**config.mk**
```make
export PLATFORM = sky130hd
export DESIGN_NAME = fracdiv_dual
export DESIGN_NICKNAME = d
export VERILOG_FILES = /design/src/rtl/fracdiv_pkg.sv /design/src/rtl/fracdiv_cfg_hold.sv /design/src/rtl/fracdiv_period_cnt.sv /design/src/rtl/fracdiv_rep_cnt.sv /design/src/rtl/fracdiv_dual.sv
export SDC_FILE = /design/constraint.sdc
export NUM_CORES = 1
export LEC_CHECK = 0
export BUFFER_PORTS_ARGS = -buffer_cell sky130_fd_sc_hd__clkbuf_2
export CORE_ASPECT_RATIO = 0.5
export CORE_MARGIN = 5
export CORE_UTILIZATION = 30
export DETAILED_ROUTE_END_ITERATION = 16
export PLACE_DENSITY_LB_ADDON = 0.05
export SYNTH_ARGS = -nofsm -noshare
export SYNTH_HDL_FRONTEND = slang
export SYNTH_SLANG_ARGS = --single-unit
```
**constraint.sdc**
```tcl
create_clock -name clk_i -period 4.7 [get_ports clk_i]
set_input_delay 0.47 -clock clk_i [delete_from_list [all_inputs] [get_ports clk_i]]
set_output_delay 0.47 -clock clk_i [all_outputs]
set_load 0.05 [all_outputs]
```
**src/rtl/fracdiv_pkg.sv**
```systemverilog
package fracdiv_pkg;
  localparam int unsigned FD_DIV_W = 12;
  localparam int unsigned FD_REP_W = 12;
  typedef enum logic {PH_A = 1'b0, PH_B = 1'b1} fd_phase_e;
endpackage

```
**src/rtl/fracdiv_cfg_hold.sv**
```systemverilog
// Working copy of the settings. Takes a new copy on load_i and gives
// decoded counts (field + 1).
module fracdiv_cfg_hold #(
  parameter int unsigned DIV_W = 12,
  parameter int unsigned REP_W = 12,
  localparam int unsigned LEN_W = DIV_W + 1,
  localparam int unsigned CNT_W = REP_W + 1
) (
  input  logic             clk_i,
  input  logic             rst_ni,
  input  logic             load_i,
  input  logic             dual_i,
  input  logic [DIV_W-1:0] na_i,
  input  logic [REP_W-1:0] ma_i,
  input  logic [DIV_W-1:0] nb_i,
  input  logic [REP_W-1:0] mb_i,
  output logic             dual_o,
  output logic [LEN_W-1:0] na_o,
  output logic [CNT_W-1:0] ma_o,
  output logic [LEN_W-1:0] nb_o,
  output logic [CNT_W-1:0] mb_o
);
  logic             dual_q;
  logic [DIV_W-1:0] na_q, nb_q;
  logic [REP_W-1:0] ma_q, mb_q;

  always_ff @(posedge clk_i or negedge rst_ni) begin
    if (!rst_ni) begin
      dual_q <= 1'b0;
      na_q   <= '0;
      ma_q   <= '0;
      nb_q   <= '0;
      mb_q   <= '0;
    end else if (load_i) begin
      dual_q <= dual_i;
      na_q   <= na_i;
      ma_q   <= ma_i;
      nb_q   <= nb_i;
      mb_q   <= mb_i;
    end
  end

  assign dual_o = dual_q;
  assign na_o   = {1'b0, na_q} + LEN_W'(1);
  assign nb_o   = {1'b0, nb_q} + LEN_W'(1);
  assign ma_o   = {1'b0, ma_q} + CNT_W'(1);
  assign mb_o   = {1'b0, mb_q} + CNT_W'(1);
endmodule

```
**src/rtl/fracdiv_period_cnt.sv**
```systemverilog
// Counts input cycles inside one output period and shapes the high time.
module fracdiv_period_cnt #(
  parameter int unsigned LEN_W = 13
) (
  input  logic             clk_i,
  input  logic             rst_ni,
  input  logic             run_i,
  input  logic [LEN_W-1:0] len_i,
  output logic [LEN_W-1:0] pos_o,
  output logic             last_o,
  output logic             high_o
);
  logic [LEN_W-1:0] pos_q;
  logic [LEN_W-1:0] hi_len;

  assign hi_len = (len_i == LEN_W'(1)) ? LEN_W'(1) : (len_i >> 1);
  assign last_o = run_i && (pos_q == len_i - LEN_W'(1));
  assign high_o = run_i && (pos_q < hi_len);
  assign pos_o  = pos_q;

  always_ff @(posedge clk_i or negedge rst_ni) begin
    if (!rst_ni)          pos_q <= '0;
    else if (!run_i)      pos_q <= '0;
    else if (last_o)      pos_q <= '0;
    else                  pos_q <= pos_q + LEN_W'(1);
  end
endmodule

```
**src/rtl/fracdiv_rep_cnt.sv**
```systemverilog
// Counts the periods spent in one phase; done_o marks the last repeat.
module fracdiv_rep_cnt #(
  parameter int unsigned CNT_W = 13
) (
  input  logic             clk_i,
  input  logic             rst_ni,
  input  logic             clr_i,
  input  logic             step_i,
  input  logic [CNT_W-1:0] lim_i,
  output logic             done_o
);
  logic [CNT_W-1:0] cnt_q;

  assign done_o = (cnt_q == lim_i - CNT_W'(1));

  always_ff @(posedge clk_i or negedge rst_ni) begin
    if (!rst_ni)      cnt_q <= '0;
    else if (clr_i)   cnt_q <= '0;
    else if (step_i)  cnt_q <= done_o ? '0 : cnt_q + CNT_W'(1);
  end
endmodule

```
**src/rtl/fracdiv_dual.sv**
```systemverilog
module fracdiv_dual
  import fracdiv_pkg::*;
#(
  parameter int unsigned DIV_W = FD_DIV_W,
  parameter int unsigned REP_W = FD_REP_W,
  localparam int unsigned LEN_W = DIV_W + 1,
  localparam int unsigned CNT_W = REP_W + 1
) (
  input  logic             clk_i,
  input  logic             rst_ni,
  input  logic             dual_i,
  input  logic [DIV_W-1:0] div_a_i,
  input  logic [REP_W-1:0] rep_a_i,
  input  logic [DIV_W-1:0] div_b_i,
  input  logic [REP_W-1:0] rep_b_i,
  output logic             div_clk_o,
  output logic             tick_o,
  output logic             phase_b_o
);
  logic             run_q;
  fd_phase_e        phase_q;
  logic             act_dual;
  logic [LEN_W-1:0] act_na, act_nb, n_cur, pos;
  logic [CNT_W-1:0] act_ma, act_mb;
  logic [CNT_W-1:0] lim [2];
  logic [1:0]       rep_done, rep_step;
  logic             per_end, boundary, load;

  assign n_cur    = (phase_q == PH_B) ? act_nb : act_na;
  assign boundary = per_end && (!act_dual || (phase_q == PH_B && rep_done[1]));
  assign load     = !run_q || boundary;

  fracdiv_cfg_hold #(.DIV_W(DIV_W), .REP_W(REP_W)) u_cfg (
    .clk_i (clk_i), .rst_ni(rst_ni), .load_i(load),
    .dual_i(dual_i), .na_i(div_a_i), .ma_i(rep_a_i),
    .nb_i  (div_b_i), .mb_i(rep_b_i),
    .dual_o(act_dual), .na_o(act_na), .ma_o(act_ma),
    .nb_o  (act_nb), .mb_o(act_mb)
  );

  fracdiv_period_cnt #(.LEN_W(LEN_W)) u_per (
    .clk_i (clk_i), .rst_ni(rst_ni), .run_i(run_q), .len_i(n_cur),
    .pos_o (pos), .last_o(per_end), .high_o(div_clk_o)
  );

  assign lim[0] = act_ma;
  assign lim[1] = act_mb;

  for (genvar gi = 0; gi < 2; gi++) begin : g_rep
    assign rep_step[gi] = per_end && act_dual &&
                          ((phase_q == PH_B) == (gi == 1));
    fracdiv_rep_cnt #(.CNT_W(CNT_W)) u_rep (
      .clk_i (clk_i), .rst_ni(rst_ni), .clr_i(load),
      .step_i(rep_step[gi]), .lim_i(lim[gi]), .done_o(rep_done[gi])
    );
  end

  always_ff @(posedge clk_i or negedge rst_ni) begin
    if (!rst_ni) begin
      run_q   <= 1'b0;
      phase_q <= PH_A;
    end else begin
      run_q <= 1'b1;
      if (load) begin
        phase_q <= PH_A;
      end else if (per_end && act_dual) begin
        if (phase_q == PH_A && rep_done[0]) phase_q <= PH_B;
      end
    end
  end

  assign tick_o    = per_end;
  assign phase_b_o = (phase_q == PH_B);
endmodule

```
==> summary.txt, run 1 <==
Global routing
  – Number of antenna violations at the first check in global routing: 0
  – Gr usage total: 0.133
  – Largest net degree at the start of global routing: 65
  – Grt ovf: 0
  – First-pass GRT wire length: 23000 um
  – Vias in the first global route: 4197

Final layout
  – FILL cells: 1927
  – Most frequent cells in the layout: 89 x dfrtp_1, 50 x clkbuf_2, 44 x mux2_1, 42 x nand2_1, 35 x xnor2_1
  – Most common cell after layout, fill and taps aside: dfrtp_1
  – Fin cells: 882
  – Diode count: 0
  – Area Growth Syn to Fin: 16.4%
  – Design Area, Final: 6610 um^2
  – Final net count: 686
  – Multi-input gate area: 3260 um^2
  – Proportion of layout cells with a drive suffix above 1: 0.180
  – Reg area: 2250 um^2

Logic synthesis
  – Mapped Avg Cell Area: 10.1 um^2
  – Seq cells post-synth: 90
  – Cell area after synthesis: 5680 um^2
  – Area leader, netlist: dfrtp_1
  – Post-synth top area share: 0.397
  – EDFF count, synth: 0
  – Synthesized net count: 629
  – Async S/R FF share, synth: 1.00
  – Synthesis Warnings: 0
  – Register area share after synthesis: 0.397
  – Most used DFF post-synth: dfrtp_1
  – Cells after synthesis: 561
  – Cell variety after synth: 60
  – Ranking of synthesized cells by area: dfrtp_1 40%, mux2_1 8.7%, xnor2_1 5.6%

CTS
  – Clock latency on the worst-skew pair: 350 ps
  – Root buf cell: clkbuf_16
  – CTS Hold Bufs: 0
  – Cts bufs inserted: 9
  – Max clock buf depth: 2
  – Clock sinks: 90
  – Worst-path clk slew: 80 ps
  – CTS tree: yes
  – H-tree depth reported by CTS: 3

STA
  – Final number of max-transition violations: 0
  – Setup ws final: 233 ps
  – Setup TNS: 0 ps
  – Max Fclk: 224 MHz
  – Tcrit/Tclk final: 0.950
  – Hold Violations, Final: 0
  – Final Skew: 13.0 ps
  – Worst-Margin Slew: 1040 ps
  – Finish-stage setup viols: 0
  – Rel. slew slack: 0.300
  – Unrepaired setup endpoints after global routing: yes
  – Final min period: 4470 ps

Place
  – Post-DP Area: 6250 um^2
  – GPL Wtd Cong: 0.781
  – Port Buf Inserts: 53
  – Dpl cells: 864
  – Dpl ws: 422 ps
  – DP HPWL: 10400 um

Run status
  – Outcome: completed

Critical path
  – Max stage delay on crit path: 560 ps
  – CP top delay family: compound AO/OA/AOI/OAI gates
  – CP Launch Type: flop
  – CP max FO: 37
  – Slowest cell on the critical path: a222oi_1
  – Setup CP Type: flop to output port
  – Worst EP arrival: 4000 ps
  – WP data required: 4230 ps
  – Library cell appearing most often on the critical path: a21o_1
  – Worst path bufs/invs: 3
  – CP endpoint kind: output port
  – Crit path cell chain: buf_8 -> nand4b_1 -> a222oi_1 -> xnor2_2 -> inv_2 -> ha_1 -> a21o_1 -> a21o_1 -> a21oi_1 -> nor2b_1 -> o21ai_0 -> nand2b_1 -> a2111oi_1 -> o31a_2 -> buf_12

Run
  – Max Cap Viol: 0

Routing
  – Final wirelength: 14200 um
  – Initial detailed-routing violation count: 251
  – Post-DR wirelength/cell: 16.1 um
  – Routed Antenna Nets: 0
  – DR pass1 iterations: 5
  – DR vias: 4239
  – DR vias/cell: 4.81
  – DR DRC count: 0

Floorplanning
  – Die Y: 107 um
  – FP Rows: 35
  – Die area: 21900 um^2
  – CORE AREA: 18500 um^2
  – Die width: 205 um
  – I/O pins: 54
  – Initial core utilization: 0.307

Min path
  – Hold Crit Class: input port to async pin

Pwr
  – Leak pwr: 2.85 nW
  – Power Density: 285 nW/um^2
  – Largest vdd supply drop: 0.153 mV
report_power, final:
group / internal [W] / switching (W) / leakage, nW
Clock: 0.000391 / 0.000341 / 0.142
Sequential: 0.000820 / 0.0000450 / 1.14
Combinational: 0.000132 / 0.000152 / 1.57
Total: 0.00134 / 0.000538 / 2.85
flip-flops by register name (all words and copies together), names as in the netlist:
| signal | flops |
|---|---|
| run_q | 1 |
| u_cfg.ma_q | 12 |
| phase_b_o | 1 |
| u_cfg.na_q | 12 |
| u_cfg.dual_o | 1 |
| u_per.pos_o | 13 |
| u_cfg.mb_q | 12 |
| g_rep.u_rep.cnt_q | 26 |
| u_cfg.nb_q | 12 |
cell type report:
cell class,instances,share of cell area
multi-input combinational,431,0.493
inverter,22,0.0125
tap,259,0.0490
sequential,90,0.341
timing repair buffer,64,0.0606
clock buffer,11,0.0382
clock inverter,5,0.00530
per-layer routing:
metal | wire (um) | GRT usage | up-vias
met5 | 0 | 0 | -
li1 | - | - | 2133
met1 | 7690 | 0.200 | 2053
met4 | 96 | 0.0244 | 0
met3 | 353 | 0.0331 | 7
met2 | 6030 | 0.192 | 46
what timing repair did:
item / in CTS / in global routing
endpoints found under the setup margin: 0 / 2
resized for setup: 0 / 12
buffers inserted: 0 / 2
stage by stage:
step                total power [W]   util  hold WS [ps]
floorplan                   0.00106      -           174
global placement            0.00116  0.338           479
detailed placement          0.00116  0.338           488
CTS                         0.00191  0.354           132
global route                0.00199  0.358           163
finish                      0.00188  0.358           113
cell usage after synthesis (4+ instances only):
cell type  instances
o22ai_1           13
ha_1              17
nand2_1           42
xnor2_1           36
o21ai_0           33
mux2i_1           10
nand4_1           15
a21oi_1           15
and3_1            19
clkbuf_1           5
dfrtp_1           90
inv_1             21
nand2b_1          13
nor2_1            27
mux2_2             7
nand3b_1           9
nor4_1             4
xor2_1            26
nand3_1           30
and2_1             6
or2_2              5
nand4b_1           6
mux2_1            44
buf_2              5
or4_1              6
buf_6              7
cells by family after synthesis:
| family | share of synthesized area |
|---|---|
| AOI/OAI and AO/OA | 0.110 |
| xor gates and xnor gates | 0.112 |
| adders and majority gates | 0.0375 |
| buffers and inverters | 0.0375 |
| DFF | 0.397 |
| muxes | 0.119 |
| other | 0.000661 |
| and+or+nand+nor | 0.187 |
path summary, 6_finish.rpt:
check                               from                       end  slack (ps)  cells past startpoint
max in group asynchronous         rst_ni                 phase_b_o        3790                      2
max reg2reg                    phase_b_o  g_rep[1].u_rep.cnt_q[11]         490                     12
min                               rst_ni   g_rep[1].u_rep.cnt_q[1]         110                      1
min reg2reg                u_cfg.nb_q[7]             u_cfg.nb_q[7]         490                      1
min in group clk_i            rep_a_i[4]             u_cfg.ma_q[4]         330                      2
max                            phase_b_o                 div_clk_o         230                     15
worst reg2reg max path: stages (launching register included):
cell       delay [ps]
dfrtp_2           410
mux2i_2           240
inv_1              90
ha_2              230
nand4b_1          110
o22ai_1           110
o31ai_1           690
xor2_1            240
or3b_2            500
a2111oi_0         660
a31oi_1           540
nand2_1           180
o21ai_0            90
Power figures use the tool's default switching activity.
==> run 2: changes to the inputs <==
ABC_AREA = 1   (was default)
CORE_UTILIZATION = 55   (was 30)
==> run 2 against run 1 <==
  * Register-to-register slack improved by 340 ps
  * Global-route usage is 10 points higher
  * Total power rose by 6.6%
  * Worst setup slack better by 190 ps
  * Hold slack improved by 98 ps
  * Die area down 39%
  * Cell count is 20% higher
  * Sequential share of layout area down 0.17 points
  * Critical path depth unchanged
  * Sequential power grew 3.0%
  * Critical path type unchanged
==> summary.txt, run 2 <==
Run
  – Max Cap Viol: 0

Critical path
  – CP Launch Type: flop
  – Setup CP Type: flop to output port
  – CP endpoint kind: output port
  – WP data required: 4230 ps
  – Worst EP arrival: 3800 ps
  – CP max FO: 19

Logic synthesis
  – Cells after synthesis: 871
  – Most used DFF post-synth: dfrtp_1
  – Simple-gate area share of the yosys netlist: 0.427
  – Post-synthesis adder-cell area fraction: 0.0353
  – Synthesized net count: 939
  – Area leader, netlist: dfrtp_1
  – Seq cells post-synth: 90
  – Main combinational cell family by area after synthesis: simple AND/OR/NAND/NOR gates
  – EDFF count, synth: 0
  – Ranking of synthesized cells by area: dfrtp_1 37%, nand2_1 19%, nand3_1 11%
  – Synthesis Warnings: 0
  – Mapped Avg Cell Area: 6.92 um^2
  – Post-synth top area share: 0.374
  – Cell variety after synth: 40
  – Top post-synthesis cells by count: 304 x nand2_1, 133 x nand3_1, 90 x dfrtp_1
  – Async S/R FF share, synth: 1.00
  – Most frequent cell after synthesis: nand2_1
  – Complex-gate fraction of the synthesized area: 0.0498
  – Xor-xnor portion of the synthesized cell area: 0.0314
  – Register area share after synthesis: 0.374
  – Cell area after synthesis: 6030 um^2
  – Multiplexer area fraction after synthesis: 0

Floorplanning
  – Die width: 158 um
  – CORE AREA: 10800 um^2
  – Initial core utilization: 0.556
  – Die area: 13300 um^2
  – I/O pins: 54
  – Die Y: 84.0 um
  – FP Rows: 27

Routing
  – Post-DR wirelength/cell: 13.8 um
  – Initial detailed-routing violation count: 351
  – DR DRC count: 0
  – DR vias: 5598
  – Final wirelength: 14700 um
  – Routed Antenna Nets: 0
  – DR vias/cell: 5.27
  – DR pass1 iterations: 5

CTS
  – Post-CTS setup buffer count: 0
  – Clock sinks: 90
  – CTS tree: yes
  – Cts bufs inserted: 9
  – Worst-path clk slew: 70 ps
  – Post-CTS Resized: 0
  – Clock latency on the worst-skew pair: 360 ps
  – Max clock buf depth: 2
  – Root buf cell: clkbuf_16
  – CTS Hold Bufs: 0
  – H-tree depth reported by CTS: 3

Final layout
  – Diode count: 0
  – Core Util, Final: 0.612
  – Final net count: 980
  – Area Growth Syn to Fin: 10.2%
  – FILL cells: 1047
  – Most common cell after layout, fill and taps aside: nand2_1
  – Most frequent cells in the layout: 304 x nand2_1, 133 x nand3_1, 90 x dfrtp_1, 72 x inv_1, 63 x nor2_1
  – Proportion of layout cells with a drive suffix above 1: 0.131
  – Max reg flops: 26
  – Most flops, register: g_rep.u_rep.cnt_q

Global routing
  – First-pass GRT wire length: 25000 um
  – Largest net degree at the start of global routing: 67
  – Vias in the first global route: 5240
  – Grt ovf: 0
  – Number of antenna violations at the first check in global routing: 0
  – Gr usage total: 0.233

STA
  – Final Skew: 7.80 ps
  – Final min period: 4270 ps
  – Setup TNS: 0 ps
  – Hold Violations, Final: 0
  – Final number of max-transition violations: 0
  – Finish-stage setup viols: 0
  – Max Fclk: 234 MHz
  – Unrepaired setup endpoints after global routing: no
  – Worst-Margin Slew: 854 ps
  – Tcrit/Tclk final: 0.910
  – Rel. slew slack: 0.430

Min path
  – Hold Crit Class: input port to async pin

Pwr
  – Largest vdd supply drop: 0.181 mV
  – Leak pwr: 3.47 nW
  – Power Density: 302 nW/um^2

Place
  – Port Buf Inserts: 53
  – GPL Wtd Cong: 0.954
  – DP HPWL: 11000 um

Run status
  – Outcome: completed
[run 2: cell count changes in the layout (fill, tap and decap cells not counted), sizes merged, moves of 11 or more]
cell / delta
and3: -19
inv: +62
mux2: -51
nand2: +279
nand2b: -13
nand3: +105
nor2: +50
nor3: +18
o21ai: -13
o22ai: -11
xnor2: -32
xor2: -11
[run 2: through the flow]
step	setup slack [ps]	power, W	cell area, um^2	hold WS [ps]	cells
2_1_floorplan	976	0.00119	6030	174	871
3_3_place_gp	848	0.00130	6350	456	1046
3_5_place_dp	832	0.00131	6350	459	1046
4_1_cts	432	0.00203	6640	249	1062
5_1_grt	121	0.00214	6640	295	1062
6_report	425	0.00201	6640	211	1062
[run 2: layer usage]
layer  up-vias  share of wire  global-route usage
li1       2877              -                   -
met1      2599           0.48               0.326
met2       103           0.46               0.359
met3        19          0.042              0.0528
met4         0          0.018              0.0712
met5         -              0                   0
[run 2: cell type report]
type	count	area (um^2)	share of cell area
clock buffers	10	239	0.0360
clock inverters	6	47.5	0.00716
inverters	84	320	0.0483
multi-input cells	669	3280	0.494
flip-flops and latches	90	2250	0.339
well taps	145	181	0.0273
repair buffers	58	318	0.0479
[run 2: final timing paths]
kind,startpoint,endpoint,slack (ps),cells after the start
setup / recovery,phase_b_o,div_clk_o,430,15
hold / removal,rst_ni,g_rep[0].u_rep.cnt_q[3],210,1
setup reg to reg,phase_b_o,u_cfg.mb_q[7],830,18
hold reg to reg,u_cfg.na_q[7],u_cfg.na_q[7],470,2
max in group asynchronous,rst_ni,u_cfg.mb_q[6],3670,2
min in group clk_i,rep_a_i[9],u_cfg.ma_q[9],340,3
[run 2: cell families after synthesis]
group / Yosys count
and+or+nand+nor: 577
buffers and inverters: 112
other: 1
adders and majority gates: 17
xor gates and xnor gates: 20
DFF: 90
AOI/OAI and AO/OA: 54
[run 2: power by group]
part	switching (W)	total [W]	internal [W]
clock	0.000329	0.000708	0.000379
sequential	0.0000531	0.000891	0.000838
combinational	0.000267	0.000406	0.000140
total	0.000648	0.00201	0.00136
[run 2: critical path, cell delays in order, from the launching register on]
cell and delay (ps):
dfrtp_1 770, nand2_1 200, nand2_4 170, ha_1 240, nand3_2 150, nor2_4 190, nand4_1 240, nand2_1 190
nand2_1 90, nor2_2 140, nand2_1 70, or2_2 270, a21oi_1 130, o21ai_0 130, a21oi_1 170, clkbuf_2 300
==> run 3: changes to the inputs <==
ABC_AREA = 0   (was 1)
CORE_UTILIZATION = 54   (was 55)
==> run 3 against run 2 <==
  * Register-to-register slack got worse by 440 ps
  * Sequential cell count did not move
  * Clock power is 4.0% higher
  * Sequential power down 3.1%
  * First-iteration DRC count down 28%
  * Sequential share of layout area rose by 1.1 points
  * Wire length shrank 19%
  * Critical endpoint is now tick_o
  * Largest power group unchanged
  * Highest routed layer unchanged
==> summary.txt, run 3 (synthesized netlist as in run 1, its figures left out) <==
Run status
  – Outcome: completed

Place
  – Port Buf Inserts: 53
  – Dpl ws: 251 ps
  – GPL Wtd Cong: 0.874
  – DP HPWL: 8680 um

STA
  – Rel. slew slack: 0.467
  – Worst-Margin Slew: 779 ps
  – Max Fclk: 222 MHz
  – Finish-stage setup viols: 0
  – Setup ws final: 204 ps
  – Final min period: 4500 ps
  – Final number of max-transition violations: 0
  – Setup TNS: 0 ps
  – Final Skew: 6.82 ps
  – Tcrit/Tclk final: 0.957
  – Unrepaired setup endpoints after global routing: no
  – Hold Violations, Final: 0

CTS
  – Max clock buf depth: 2
  – Root buf cell: clkbuf_16
  – Cts bufs inserted: 9
  – H-tree depth reported by CTS: 3
  – Clock sinks: 90
  – CTS tree: yes
  – Clock latency on the worst-skew pair: 340 ps
  – Worst-path clk slew: 70 ps
  – CTS Hold Bufs: 0

Global routing
  – Vias in the first global route: 4106
  – Gr usage total: 0.196
  – First-pass GRT wire length: 20200 um
  – Largest net degree at the start of global routing: 65
  – Number of antenna violations at the first check in global routing: 0
  – Grt ovf: 0

Critical path
  – Setup CP Type: flop to output port
  – CP max FO: 24
  – CP Launch Type: flop
  – Crit path cell chain: mux2i_1 -> inv_1 -> ha_1 -> nand4b_1 -> a21oi_4 -> buf_4 -> o32a_1 -> nand3b_1 -> nor4_1 -> a21oi_1 -> o211ai_2 -> nand4_4 -> buf_4 -> inv_1 -> clkbuf_2
  – CP top delay family: simple AND/OR/NAND/NOR gates
  – CP endpoint kind: output port
  – Worst path bufs/invs: 5
  – Max stage delay on crit path: 570 ps
  – WP data required: 4230 ps
  – Slowest cell on the critical path: nor4_1
  – Worst EP arrival: 4030 ps

Final layout
  – Diode count: 0
  – Area Growth Syn to Fin: 13.3%
  – Multi-input gate area: 3250 um^2
  – Most frequent cells in the layout: 89 x dfrtp_1, 51 x clkbuf_2, 44 x mux2_1, 42 x nand2_1, 35 x xnor2_1
  – Most flops, register: g_rep.u_rep.cnt_q
  – FILL cells: 900
  – Most common cell after layout, fill and taps aside: dfrtp_1
  – Reg area: 2250 um^2
  – Proportion of layout cells with a drive suffix above 1: 0.174
  – Final net count: 684
  – Max reg flops: 26

Routing
  – Routed Antenna Nets: 0
  – DR vias: 4324
  – DR vias/cell: 5.68
  – Post-DR wirelength/cell: 15.7 um
  – Final wirelength: 11900 um
  – DR pass1 iterations: 4
  – Initial detailed-routing violation count: 254
  – DR DRC count: 0

Floorplanning
  – Die Y: 82.5 um
  – CORE AREA: 10200 um^2
  – Initial core utilization: 0.554
  – Die area: 12800 um^2
  – Die width: 155 um
  – FP Rows: 26
  – I/O pins: 54

Pwr
  – Largest vdd supply drop: 0.205 mV
  – Power Density: 291 nW/um^2
  – Leak pwr: 2.84 nW
  – Total power: 0.00187 W

Min path
  – Hold Crit Class: input port to async pin

Run
  – Max Cap Viol: 0
## run 3: cell types whose count changed in the layout (fill, tap and decap cells not counted), moves of 11 or more
cell,delta
nand2_1,-262
nand3_1,-103
inv_1,-51
mux2_1,+44
nor2_1,-37
xnor2_1,+31
and3_1,+19
nor3_1,-18
nand2_2,-13
nand2b_1,+13
o21ai_0,+12
o22ai_1,+11
## run 3: routing by layer
metal  wire, um  vias to the layer above  GRT usage
met5          0                        -          0
met4         82                        0     0.0361
met3        515                       10     0.0437
met2       5410                       72      0.311
met1       5940                     2114      0.280
li1           -                     2128          -
## run 3: cell type report
cell class                 instances  share of cell area
multi-input combinational        431               0.505
sequential                        90               0.350
timing repair buffer              62              0.0570
clock buffer                       9              0.0350
tap                              140              0.0272
inverter                          22              0.0128
clock inverter                     7              0.0126
## run 3: stage by stage
| step | hold WS, ps | util | area, um^2 | cells |
|---|---|---|---|---|
| after floorplan | 174 | - | 5680 | 561 |
| after global placement | 477 | 0.591 | 6060 | 741 |
| after detailed placement | 480 | 0.591 | 6060 | 741 |
| after CTS | 215 | 0.621 | 6370 | 757 |
| after global routing | 247 | 0.628 | 6430 | 761 |
| final | 185 | 0.628 | 6430 | 761 |
## run 3: path summary, 6_finish.rpt
path / from / endpoint / slack (ps) / cells past startpoint
min reg2reg: u_cfg.nb_q[7] / u_cfg.nb_q[7] / 490 / 1
max: phase_b_o / tick_o / 200 / 15
min in group clk_i: div_a_i[1] / u_cfg.na_q[1] / 340 / 2
max reg2reg: phase_b_o / g_rep[1].u_rep.cnt_q[4] / 390 / 14
max in group asynchronous: rst_ni / u_per.pos_o[5] / 3590 / 2
min: rst_ni / u_cfg.mb_q[4] / 180 / 1
## run 3: timing repair
item / in CTS / in global routing
setup buffers: 0 / 4
gates resized for setup: 1 / 7
gates cloned: 0 / 0
pin swaps: 0 / 3
endpoints found under the setup margin: 1 / 1
## run 3: where the power goes
group	internal, W	switching [W]
clock network	0.000417	0.000319
registers	0.000820	0.0000427
logic	0.000130	0.000146
